<file path="src/rtl/rc_pkg.sv">
package rc_pkg;

    // Controller states of the round engine.
    typedef enum logic [1:0] {
        ST_IDLE,
        ST_WHITEN,
        ST_MIX1,
        ST_MIX2
    } rc_state_e;

endpackage

</file>
<file path="src/rtl/rc_rotator.sv">
// Barrel rotator built from log2(W) conditional stages.
module rc_rotator #(
    parameter int W    = 32,
    parameter bit LEFT = 1'b1,
    parameter int AW   = $clog2(W)
) (
    input  logic [W-1:0]  x,
    input  logic [AW-1:0] amt,
    output logic [W-1:0]  y
);

    logic [AW:0][W-1:0] stg;

    assign stg[0] = x;

    for (genvar s = 0; s < AW; s++) begin : g_stage
        localparam int SH = 1 << s;
        logic [W-1:0] moved;
        if (LEFT) begin : g_left
            assign moved = {stg[s][W-1-SH:0], stg[s][W-1:W-SH]};
        end else begin : g_right
            assign moved = {stg[s][SH-1:0], stg[s][W-1:SH]};
        end
        assign stg[s+1] = amt[s] ? moved : stg[s];
    end

    assign y = stg[AW];

endmodule

</file>
<file path="src/rtl/rc_addsub.sv">
// Shared adder/subtractor; result always lands in a register upstream.
module rc_addsub #(
    parameter int W = 32
) (
    input  logic [W-1:0] a,
    input  logic [W-1:0] b,
    input  logic         sub,
    output logic [W-1:0] y
);

    always_comb begin
        if (sub) y = a - b;
        else     y = a + b;
    end

endmodule

</file>
<file path="src/rtl/rc_round_core.sv">
// Two-phase-per-half-round cipher engine, both directions on one datapath.
module rc_round_core
    import rc_pkg::*;
#(
    parameter int WORD_W = 32,
    parameter int ROUNDS = 12,
    parameter int IDX_W  = $clog2(2 * ROUNDS + 2)
) (
    input  logic                  clk,
    input  logic                  rst,
    input  logic                  start,
    input  logic                  decrypt,
    input  logic [2*WORD_W-1:0]   din,
    output logic [IDX_W-1:0]      key_idx,
    input  logic [WORD_W-1:0]     key_in,
    output logic [2*WORD_W-1:0]   dout,
    output logic                  done
);

    localparam int SHW = $clog2(WORD_W);
    localparam logic [IDX_W-1:0] LAST_K  = IDX_W'(2 * ROUNDS + 1);
    localparam logic [IDX_W-1:0] FIRST_R = IDX_W'(2);
    localparam logic [IDX_W-1:0] ONE_K   = IDX_W'(1);

    rc_state_e         state_q, state_d;
    logic [IDX_W-1:0]  k_q, k_d;
    logic              mode_q;
    logic [WORD_W-1:0] a_q, b_q, t_q;
    logic              done_q;
    logic              fin;
    logic              idle_w;
    logic              ld_start;

    // Word selection: odd subkey index updates B, even updates A.
    logic [WORD_W-1:0] x_w, y_w;
    logic [WORD_W-1:0] as_a, as_y;
    logic [WORD_W-1:0] rotl_y, rotr_y;
    logic [WORD_W-1:0] t_d, wr_val;
    logic              wr_en;

    assign idle_w   = (state_q == ST_IDLE);
    assign ld_start = idle_w && start;
    assign x_w      = k_q[0] ? b_q : a_q;
    assign y_w      = k_q[0] ? a_q : b_q;

    // Operand of the adder: the rotated word held in t_q during the
    // encrypt add phase, otherwise the target word itself.
    assign as_a = (state_q == ST_MIX2) ? t_q : x_w;

    rc_addsub #(.W(WORD_W)) u_addsub (
        .a   (as_a),
        .b   (key_in),
        .sub (mode_q),
        .y   (as_y)
    );

    rc_rotator #(.W(WORD_W), .LEFT(1'b1)) u_rotl (
        .x   (x_w ^ y_w),
        .amt (y_w[SHW-1:0]),
        .y   (rotl_y)
    );

    rc_rotator #(.W(WORD_W), .LEFT(1'b0)) u_rotr (
        .x   (t_q),
        .amt (y_w[SHW-1:0]),
        .y   (rotr_y)
    );

    // Phase-one result and word write-back value.
    assign t_d    = mode_q ? as_y : rotl_y;
    assign wr_en  = (state_q == ST_WHITEN) || (state_q == ST_MIX2);
    assign wr_val = (state_q == ST_MIX2 && mode_q) ? (rotr_y ^ y_w) : as_y;

    // State register.
    always_ff @(posedge clk) begin
        if (rst) begin
            state_q <= ST_IDLE;
            k_q     <= '0;
        end else begin
            state_q <= state_d;
            k_q     <= k_d;
        end
    end

    // Next state and subkey index.
    always_comb begin
        state_d = state_q;
        k_d     = k_q;
        fin     = 1'b0;
        unique case (state_q)
            ST_IDLE: begin
                if (start) begin
                    if (decrypt) begin
                        state_d = ST_MIX1;
                        k_d     = LAST_K;
                    end else begin
                        state_d = ST_WHITEN;
                        k_d     = '0;
                    end
                end
            end
            ST_WHITEN: begin
                if (!mode_q) begin
                    if (k_q == '0) begin
                        k_d = ONE_K;
                    end else begin
                        state_d = ST_MIX1;
                        k_d     = FIRST_R;
                    end
                end else begin
                    if (k_q == ONE_K) begin
                        k_d = '0;
                    end else begin
                        state_d = ST_IDLE;
                        fin     = 1'b1;
                    end
                end
            end
            ST_MIX1: begin
                state_d = ST_MIX2;
            end
            ST_MIX2: begin
                if (!mode_q) begin
                    if (k_q == LAST_K) begin
                        state_d = ST_IDLE;
                        fin     = 1'b1;
                    end else begin
                        state_d = ST_MIX1;
                        k_d     = k_q + ONE_K;
                    end
                end else begin
                    if (k_q == FIRST_R) begin
                        state_d = ST_WHITEN;
                        k_d     = ONE_K;
                    end else begin
                        state_d = ST_MIX1;
                        k_d     = k_q - ONE_K;
                    end
                end
            end
            default: begin
                state_d = ST_IDLE;
            end
        endcase
    end

    // Datapath registers and outputs.
    always_ff @(posedge clk) begin
        if (rst) begin
            mode_q <= 1'b0;
            a_q    <= '0;
            b_q    <= '0;
            t_q    <= '0;
            done_q <= 1'b0;
        end else begin
            done_q <= fin;
            if (ld_start) begin
                a_q    <= din[2*WORD_W-1:WORD_W];
                b_q    <= din[WORD_W-1:0];
                mode_q <= decrypt;
            end
            if (state_q == ST_MIX1) begin
                t_q <= t_d;
            end
            if (wr_en) begin
                if (k_q[0]) b_q <= wr_val;
                else        a_q <= wr_val;
            end
        end
    end

    assign key_idx = k_q;
    assign dout    = {a_q, b_q};
    assign done    = done_q;

endmodule

</file>
<file path="config.mk">
export PLATFORM = sky130hd
export DESIGN_NAME = rc_round_core
export DESIGN_NICKNAME = d
export VERILOG_FILES = /design/src/rtl/rc_pkg.sv /design/src/rtl/rc_rotator.sv /design/src/rtl/rc_addsub.sv /design/src/rtl/rc_round_core.sv
export SDC_FILE = /design/constraint.sdc
export NUM_CORES = 1
export LEC_CHECK = 0
export ABC_AREA = 1
export BUFFER_PORTS_ARGS = -buffer_cell sky130_fd_sc_hd__buf_2
export CAP_MARGIN = 5
export CORE_MARGIN = 2
export CORE_UTILIZATION = 35
export CTS_CLUSTER_DIAMETER = 100
export DETAILED_ROUTE_END_ITERATION = 10
export GPL_ROUTABILITY_DRIVEN = 1
export HOLD_SLACK_MARGIN = 0.1
export SLEW_MARGIN = 20
export SYNTH_ARGS = -nofsm -noshare
export SYNTH_HDL_FRONTEND = slang
export SYNTH_HIERARCHICAL = 1
export SYNTH_SLANG_ARGS = --single-unit
</file>
<file path="constraint.sdc">
create_clock -name clk -period 7.03 [get_ports clk]
set_input_delay 0.703 -clock clk [delete_from_list [all_inputs] [get_ports clk]]
set_output_delay 0.703 -clock clk [all_outputs]
set_load 0.02 [all_outputs]
</file>
==> run metrics, run 1 <==
status=finished, final reports clean; Setup TNS=0 ns; FMAX=between 200 and 250 MHz; Final Max Tran Viols=0; global-route track usage on met1=40.0%; PnR worst setup slack=2.47 ns; Slew Limit Headroom=24.2%; most frequent cell after synthesis=nand2_1; die height=209 um; Yosys reg bits=105; Post-Route WL=69100 um; Tcrit/Tclk final=64.9%; crit end category=flip-flop; Top delay family on crit path=simple AND/OR/NAND/NOR gates; Fin. Hold Viols=0; syn nets=2802; Total GRT Usage=~30%; vias=18900; Post-CTS Setup Bufs=0; worst-skew pair later-pin latency=0.39 ns; dpl ws=2.81 ns; Synth cell types=43; Nets=2843; die width=between 200 and 250 um; xor/xnor cell area share of the yosys netlist=4.45%; share of flip-flops with an asynchronous set or reset=0%; RSZ-0062 raised after global routing=false; Worst Path Required=7.36 ns; Final Non-Filler Cells=about 3300; Worst path most repeated cell=nand3_1; Lkg Pwr=just under 8 nW; clock root buffer master=clkbuf_16; Starting Density=35.4%; DR vias/cell=5.81; worst path arrival time=4.89 ns; Yosys Warn Count=6; router iterations before antenna repair=6; number of stages on the worst setup path=11; adder-cell share of the synthesized area=3.27%; Clock Sinks=105; PD cells=between 500 and 600 nW/um2; # port buffers=169; io pins=170; actual slew at the worst max-slew pin=approximately 1.1 ns; Reg-to-Reg End=a_q[7]; worst hold slack=0.580 ns; Longest Clk Path Bufs=2; ranking of synthesized cells by area=nand3_1, nand2_1, dfxtp_1, nor2_1, a21oi_1; met3 usage=4.01%; CTS Buf Count=9; max cap viols=0; antenna-violating nets left=0; most used routing layer=met2; number of synthesized flops with an enable pin=0; post_cts resized=0; design area=around 16000 um2; CP max stage cell=clkinv_1; largest net degree at the start of global routing=74; Setup Crit Path Kind=flip-flop to flip-flop; final setup vio count=0; met2 GRT Util=50.0%; largest family of logic cells by synthesized area=simple AND/OR/NAND/NOR gates; Worst setup SP type=flip-flop; total core area=41800 um2; compound-gate portion of the synthesized area=about 11%; antenna violations before repair=2; Mapped Area=approximately 15000 um2; post-synthesis simple-gate area fraction=54.8%; Syn Area/Cell=5.54 um2; minimum clock period after layout=4.56 ns; Primary FF master, synth=dfxtp_1; post-synth top area share=22.4%; Max VDD drop=0.178 mV; area grow syn2layout=7.26%; CTS Hold Bufs=0; gr ovfl total=0; worst r2r src=key_idx[0]; die area=between 40000 and 50000 um2; total power=7.98 mW; clock transition at the registers of the reported paths=0.08 ns; post-synthesis cell count=2664; Worst Path Buf+Inv=2; Yosys top cell by area=nand3_1; Critical Path, Cell by Cell=buf_4, nand2_1, nand2_2, clkinv_1, nand3_1, nand3_1, nand2_1, nand3_1, nand3_1, nand3_1, a21oi_1; Worst setup startpoint=key_idx[0]; CTS tree=built; vias in the first global route=about 17000; CP Capture Point=a_q[7]; post-synthesis sequential area ratio=14.2%; Routed WL per cell=~21 um; DRT iter0 DRCs=2039; Core Util, Final=37.9%; RePlAce Congestion=1.08; reg2reg setup slack=2.47 ns; post-synthesis mux area share=0%; synth cell count leaders=nand2_1, nand3_1, nor2_1; placed cell area=15500 um2; Max stage delay on crit path=1.14 ns; H-tree levels=3; share of layout cells above drive strength 1=14.4%; Post-DP HPWL=~54000 um; first-pass GRT wire length=103000 um; clock skew=around 0.013 ns; row cnt=between 70 and 80; Cells after DPL=3233; worst reg2reg path depth=11; HP Class=flip-flop to flip-flop; DRC=0; Worst Path Max Fanout=73
-- flip-flops by register name (all words and copies together) (netlist names) --
name     flops
state_q      2
a_q         32
mode_q       1
key_idx      5
done         1
t_q         32
b_q         32
-- worst min-delay path, stage by stage, from the launching register on --
cell,delay [ns]
dfxtp_1,0.35
o21ai_1,0.14
a21oi_1,0.05
-- cell usage in the layout, fill, tap and decap left out, drive strengths merged --
| master | netlist | routed |
|---|---|---|
| and2 | 2 | 2 |
| or2 | 32 | 32 |
| a21o | 2 | 2 |
| dfxtp | 105 | 105 |
| nand3b | 1 | 1 |
| a21oi | 156 | 156 |
| nand2 | 747 | 747 |
| inv | 222 | 222 |
| xnor2 | 14 | 14 |
| nor2 | 253 | 253 |
| nand4 | 3 | 3 |
| o22ai | 1 | 1 |
| o211ai | 1 | 1 |
| a31oi | 32 | 32 |
| xor2 | 61 | 61 |
| bufinv | 0 | 2 |
| buf | 108 | 182 |
| clkinv | 1 | 4 |
| o21ai | 131 | 131 |
| diode | 0 | 1 |
| clkbuf | 44 | 11 |
| ha | 37 | 37 |
| fa | 1 | 1 |
| nand3 | 703 | 703 |
| nor3 | 6 | 6 |
| o21bai | 1 | 1 |
-- layer usage --
| layer | up-vias | share of wire (%) |
|---|---|---|
| met5 | - | 0.014 |
| met2 | 968 | 45 |
| met4 | 2 | 5.4 |
| li1 | 8895 | - |
| met1 | 8861 | 42 |
| met3 | 156 | 8.1 |
-- power by group --
part	internal, mW	leakage (nW)	switching [mW]
logic	1.82	6.83	4.46
clock network	0.335	0.168	0.273
registers	0.773	0.867	0.318
-- cell type report --
| class | count | area, um2 |
|---|---|---|
| clock buffers | 11 | 253 |
| repair buffers | 182 | 943 |
| inverters | 223 | 857 |
| clock inverters | 5 | 85.1 |
| well taps | 539 | 674 |
| fillers | 4653 | 25900 |
| diodes | 1 | 2.50 |
| flip-flops and latches | 105 | 2100 |
| multi-input cells | 2184 | 10900 |
-- worst min-delay path by stage --
stage          startpoint  cells past startpoint      end
6_report          t_q[27]                      2  t_q[27]
5_1_grt           din[42]                      3  a_q[10]
4_1_cts           t_q[27]                      2  t_q[27]
3_5_place_dp      t_q[28]                      2  t_q[28]
3_3_place_gp      t_q[27]                      2  t_q[27]
2_1_floorplan     t_q[26]                      2  t_q[26]
-- kinds of logic (layout without fill, tap and decap cells) --
family          count (synthesis)  in the layout
compound gates                324            324
xor+xnor                       75             75
fa+ha+maj                      38             38
buf+inv                       375            421
flops                         105            105
other cells                     0              1
simple gates                 1747           1747
(Power assumes the default switching activity.)
==> run 2: changes to the inputs <==
clock period = 3.74 ns   (was 7.03 ns; I/O delays follow)
==> run metrics, run 2 (synthesized netlist as in run 1, its figures left out) <==
die width=209 um (unchanged); Critical Path, Cell by Cell=buf_2, inv_1, ha_1, nand3_1, nor2_2, nand2_1, xnor2_1, nand2_1, o21ai_0, ha_1, nand2_1, nor2_1, nand2_1, inv_1, nand2_1, nand2_1, xor2_1, or2_2, nand3_1, a21oi_1; router iterations before antenna repair=6 (unchanged); Fin. Hold Viols=0 (unchanged); multi-input logic area=10900 um2 (unchanged); Clock Sinks=105 (unchanged); placed cell area=15900 um2 (+2.7%); Post-DP HPWL=53200 um (-0.87%); Longest Clk Path Bufs=2 (unchanged); Starting Density=35.4% (unchanged); # port buffers=169 (unchanged); area grow syn2layout=9.91%; design area=16200 um2 (+2.5%); die height=209 um (unchanged); minimum clock period after layout=3.55 ns; Post-CTS Setup Bufs=0 (unchanged); CP max stage cell=ha_1; clock skew=0.0136 ns (+0.000747 ns); HP Class=primary input to flip-flop; final setup vio count=0 (unchanged); gr ovfl total=0 (unchanged); most frequent cells in the layout=nand2_1, nand3_1, nor2_1; row cnt=75 (unchanged); part of the power in registers=13.3% (-0.4 points); post_cts resized=0 (unchanged); CTS tree=built; Final Max Tran Viols=0 (unchanged); H-tree levels=3 (unchanged); dpl ws=-0.0888 ns (-2.90 ns); Final Non-Filler Cells=3293 (+1.3%); crit end category=flip-flop; vias in the first global route=17300 (+1.6%); io pins=170 (unchanged); RSZ-0062 raised after global routing=false; Routed WL per cell=20.4 um (-4.2%); most common cell after layout, fill and taps aside=nand2_1; first-pass GRT wire length=101000 um (-1.3%); Worst Path Required=4.05 ns (-3.31 ns); PD cells=930 nW/um2 (+85%); status=finished, final reports clean; Worst Path Max Fanout=5 (-93%); combinational share of power=79.5% (+0.8 points); DRC=0 (unchanged); Lkg Pwr=8.10 nW (+2.9%); Hold Startpoint=din[59]; antenna-violating nets left=0 (unchanged); Max VDD drop=0.323 mV (+81%); Cells after DPL=3277 (+1.4%); worst path arrival time=3.86 ns (-1.03 ns); Slew Limit Headroom=22.9% (-1.3 points); CTS Buf Count=9 (unchanged); clock group share of total power=7.1% (-0.5 points); actual slew at the worst max-slew pin=1.16 ns (+0.0248 ns); Nets=2887 (+1.5%); Total GRT Usage=30.0% (-0.68 points); Sw Ratio=62.5% (-0.83 points); Setup Crit Path Kind=primary input to flip-flop; RePlAce Congestion=1.02 (-5.2%); CTS Hold Bufs=0 (unchanged); share of layout cells above drive strength 1=15.7% (+1.4 points); Worst setup startpoint=key_in[0]; Cell Int Power=5.66 mW (+93%); Tcrit/Tclk final=between 90% and 100%; max cap viols=0 (unchanged); Diodes inserted=0 (-1); clock transition at the registers of the reported paths=0.08 ns (about the same); Post-Route WL=67100 um (-2.9%); Worst path most repeated cell=nand2_1; total core area=41800 um2 (unchanged); Regs by FF count=a_q (32), b_q (32), t_q (32); Sw Pwr=9.43 mW (+87%); Worst setup SP type=primary input; FMAX=about 280 MHz; die area=43900 um2 (unchanged); largest net degree at the start of global routing=74 (unchanged); DRT iter0 DRCs=1936 (-5.1%); worst-skew pair later-pin latency=0.39 ns (about the same); vias=18800 (-0.55%); clock root buffer master=clkbuf_16; DR vias/cell=5.70 (-1.8%); Max stage delay on crit path=0.48 ns (-0.66 ns); PnR worst setup slack=0.188 ns (-2.28 ns); register area=2100 um2 (unchanged); reg2reg setup slack=0.20 ns (-2.27 ns); Layout fillers=4657 (+0.086%); antenna violations before repair=1 (-1); worst r2r src=state_q[1]
[run 2: layout make-up]
class                      instances  area share (%)
inverter                         223            5.28
timing repair buffer             226            8.39
sequential                       105            13.0
clock buffer                      10            1.47
clock inverter                     6           0.455
multi-input combinational       2184            67.3
tap                              539            4.16
[run 2: power by group through the flow]
stage,logic [mW],registers (mW),clock network (mW)
after detailed placement,11.7,2.02,0
after CTS,11.7,2.00,1.09
final,12.0,2.01,1.08
after global routing,13.0,2.05,1.13
after floorplan,7.91,2.10,0
after global placement,11.6,2.02,0
[run 2: routing by layer]
metal / global-route usage [%] / up-vias / routed length, um
met5: 0 / - / 0
met4: 14.4 / 0 / 3320
met3: 2.98 / 141 / 4720
met2: 50.5 / 847 / 31000
met1: 38.6 / 8828 / 28000
li1: - / 8963 / -
[run 2: stage by stage]
step	setup TNS [ns]	util, %	power (mW)	hold WS [ns]
floorplan	0	-	10.0	0.527
global placement	-0.229	38.1	13.6	0.551
detailed placement	-0.375	38.1	13.7	0.562
CTS	0	38.9	14.8	0.250
global route	0	38.9	16.2	0.255
finish	0	38.9	15.1	0.261
[run 2: final timing paths]
kind,cells past startpoint,endpoint
worst min register to register,2,t_q[27]
worst max register to register,16,b_q[16]
worst min-delay path,3,a_q[27]
worst max-delay path,20,a_q[17]
[run 2: critical path, delay by kind of cell]
family / cells / cell delay [ns]
AOI/OAI and AO/OA: 2 / 0.40
xor gates and xnor gates: 2 / 0.50
adders and majority gates: 2 / 0.65
buffers and inverters: 3 / 0.30
and+or+nand+nor: 11 / 1.63
==> run 3: changes to the inputs <==
GPL_TIMING_DRIVEN = 0   (was default)
clock period = 3.4 ns   (was 3.74 ns; I/O delays follow)
==> run metrics, run 3 (synthesized netlist as in run 1, its figures left out) <==
Nets=2983 (+3.3%); antenna-violating nets left=0 (unchanged); die area=43900 um2 (unchanged); Sw Ratio=64.6% (+2.1 points); CTS tree=built; gr ovfl total=0 (unchanged); Top delay family on crit path=buffers and inverters; combinational share of power=80.4% (+0.9 points); Post-Route WL=86700 um (+29%); Reg-to-Reg End=a_q[29]; H-tree levels=3 (unchanged); Worst Path Required=3.65 ns (-0.40 ns); RSZ-0062 raised after global routing=true; # port buffers=169 (unchanged); status=finished, final reports clean; clock group share of total power=6.2% (-0.9 points); Starting Density=35.4% (unchanged); crit end category=flip-flop; worst-skew pair later-pin latency=0.40 ns (about the same); most frequent cells in the layout=nand3_1, nand2_1, nor2_1; actual slew at the worst max-slew pin=1.01 ns (-0.148 ns); CP Capture Point=a_q[29]; Setup Crit Path Kind=flip-flop to flip-flop; Final Max Tran Viols=0 (unchanged); Worst Path Buf+Inv=6 (+3); placed cell area=16300 um2 (+2.3%); worst r2r src=key_idx[0]; CP max stage cell=buf_1; row cnt=75 (unchanged); vias=19900 (+5.8%); clock transition at the registers of the reported paths=0.09 ns (about the same); FMAX=298 MHz; total power=18.3 mW (+21%); clock skew=0.0121 ns (-0.00151 ns); minimum clock period after layout=3.36 ns; Critical Path, Cell by Cell=buf_8, inv_2, buf_4, nand2_1, nand2_1, clkbuf_2, inv_1, buf_1, nand3_1, nand3_1, nand2_1, nand3_1, nand3_1, nand3_1, a21oi_1; die height=209 um (unchanged); worst reg2reg path depth=15 (-1); part of the power in registers=13.5% (+0.2 points); Post-DP HPWL=72600 um (+36%); area grow syn2layout=15.6%; share of layout cells above drive strength 1=19.3% (+3.6 points); most common cell after layout, fill and taps aside=nand3_1; Lkg Pwr=8.42 nW (+4.0%); antenna violations before repair=0 (-1); router iterations before antenna repair=6 (unchanged); Slew Limit Headroom=32.8% (+9.9 points); Routed WL per cell=25.6 um (+26%); first-pass GRT wire length=124000 um (+22%); Cell Int Power=6.48 mW (+15%); Regs by FF count=a_q (32), b_q (32), t_q (32); Clock Sinks=105 (unchanged); RePlAce Congestion=1.03 (+1.1%); max cap viols=0 (unchanged); PD cells=1070 nW/um2 (+15%); Diodes inserted=0 (unchanged); Worst setup SP type=flip-flop; DRT iter0 DRCs=2218 (+15%); Worst setup startpoint=key_idx[0]; clock root buffer master=clkbuf_16; total core area=41800 um2 (unchanged); CTS Hold Bufs=0 (unchanged); Worst Path Max Fanout=10 (+5); die width=209 um (unchanged); Max VDD drop=0.376 mV (+16%); reg2reg setup slack=0.04 ns (-0.16 ns); Max stage delay on crit path=0.57 ns (+0.09 ns); io pins=170 (unchanged); worst path arrival time=3.61 ns (-0.25 ns); worst hold slack=0.214 ns (-0.0477 ns); vias in the first global route=18200 (+4.9%); Total GRT Usage=38.7% (+8.6 points); Sw Pwr=11.8 mW (+26%); CTS Buf Count=9 (unchanged); design area=17100 um2 (+5.2%); HP Class=primary input to flip-flop; Worst path most repeated cell=nand3_1; Fin. Hold Viols=0 (unchanged); Tcrit/Tclk final=between 90% and 100%; DR vias/cell=5.86 (+2.8%); DRC=0 (unchanged); largest net degree at the start of global routing=20 (-73%); final setup vio count=0 (unchanged); Longest Clk Path Bufs=2 (unchanged); number of stages on the worst setup path=15 (-25%)
## run 3: changes by cell type in the layout (fill, tap and decap cells not counted), moves of 7 or more
cell / before / now
buf_2: 169 / 222
buf_4: 50 / 18
clkbuf_1: 0 / 31
buf_6: 0 / 22
a31oi_1: 32 / 15
a31oi_2: 0 / 15
ha_1: 37 / 26
clkbuf_2: 0 / 10
buf_1: 0 / 7
ha_4: 0 / 7
## run 3: layout make-up
| cell class | instances | area (um2) |
|---|---|---|
| fill | 4641 | 24700 |
| multi-input combinational | 2184 | 11300 |
| sequential | 105 | 2110 |
| buffer | 152 | 1010 |
| inverter | 223 | 857 |
| timing repair buffer | 170 | 853 |
| tap | 539 | 674 |
| clock buffer | 9 | 225 |
| clock inverter | 7 | 62.6 |
## run 3: repair_timing
action                                  CTS  global route
endpoints found under the setup margin   77            60
pin swaps                                 0             7
endpoints found under the hold margin     0             0
resized for setup                        50            85
setup buffers                             0             1
## run 3: metal layers
| metal | global-route usage (%) | up-vias | share of wire (%) |
|---|---|---|---|
| met2 | 62.4 | 1122 | 44 |
| li1 | - | 9161 | - |
| met1 | 49.1 | 9349 | 40 |
| met3 | 7.17 | 229 | 9.4 |
| met5 | 0 | - | 0 |
| met4 | 20.3 | 0 | 6.1 |
## run 3: worst min path at each step
stage	startpoint	endpoint	depth (start not counted)
2_1_floorplan	din[44]	a_q[12]	2
3_3_place_gp	key_idx[1]	key_idx[1]	2
3_5_place_dp	key_idx[1]	key_idx[1]	2
4_1_cts	din[26]	b_q[26]	3
5_1_grt	din[21]	b_q[21]	3
6_report	din[26]	b_q[26]	3
## run 3: per-stage QoR
step | std cells | utilization [%] | setup TNS (ns) | setup slack [ns]
floorplan | 2664 | - | 0 | 0.456
global placement | 3372 | 39.0 | -27.55 | -0.937
detailed placement | 3372 | 39.0 | -27.46 | -0.892
CTS | 3388 | 40.0 | 0 | 0.00872
global route | 3389 | 40.9 | -0.0636 | -0.0378
finish | 3389 | 40.9 | 0 | 0.0399
## run 3: power groups by stage
stage,clock network (mW),logic (mW),registers [mW]
4_1_cts,1.14,13.9,2.41
3_3_place_gp,0,13.8,2.44
6_report,1.13,14.7,2.47
5_1_grt,1.18,15.7,2.46
2_1_floorplan,0,8.70,2.31
3_5_place_dp,0,13.8,2.43
## run 3: tightest hold or removal path, stage by stage
cell     delay (ns)
buf_2          0.07
o21ai_1        0.06
a21oi_1        0.11
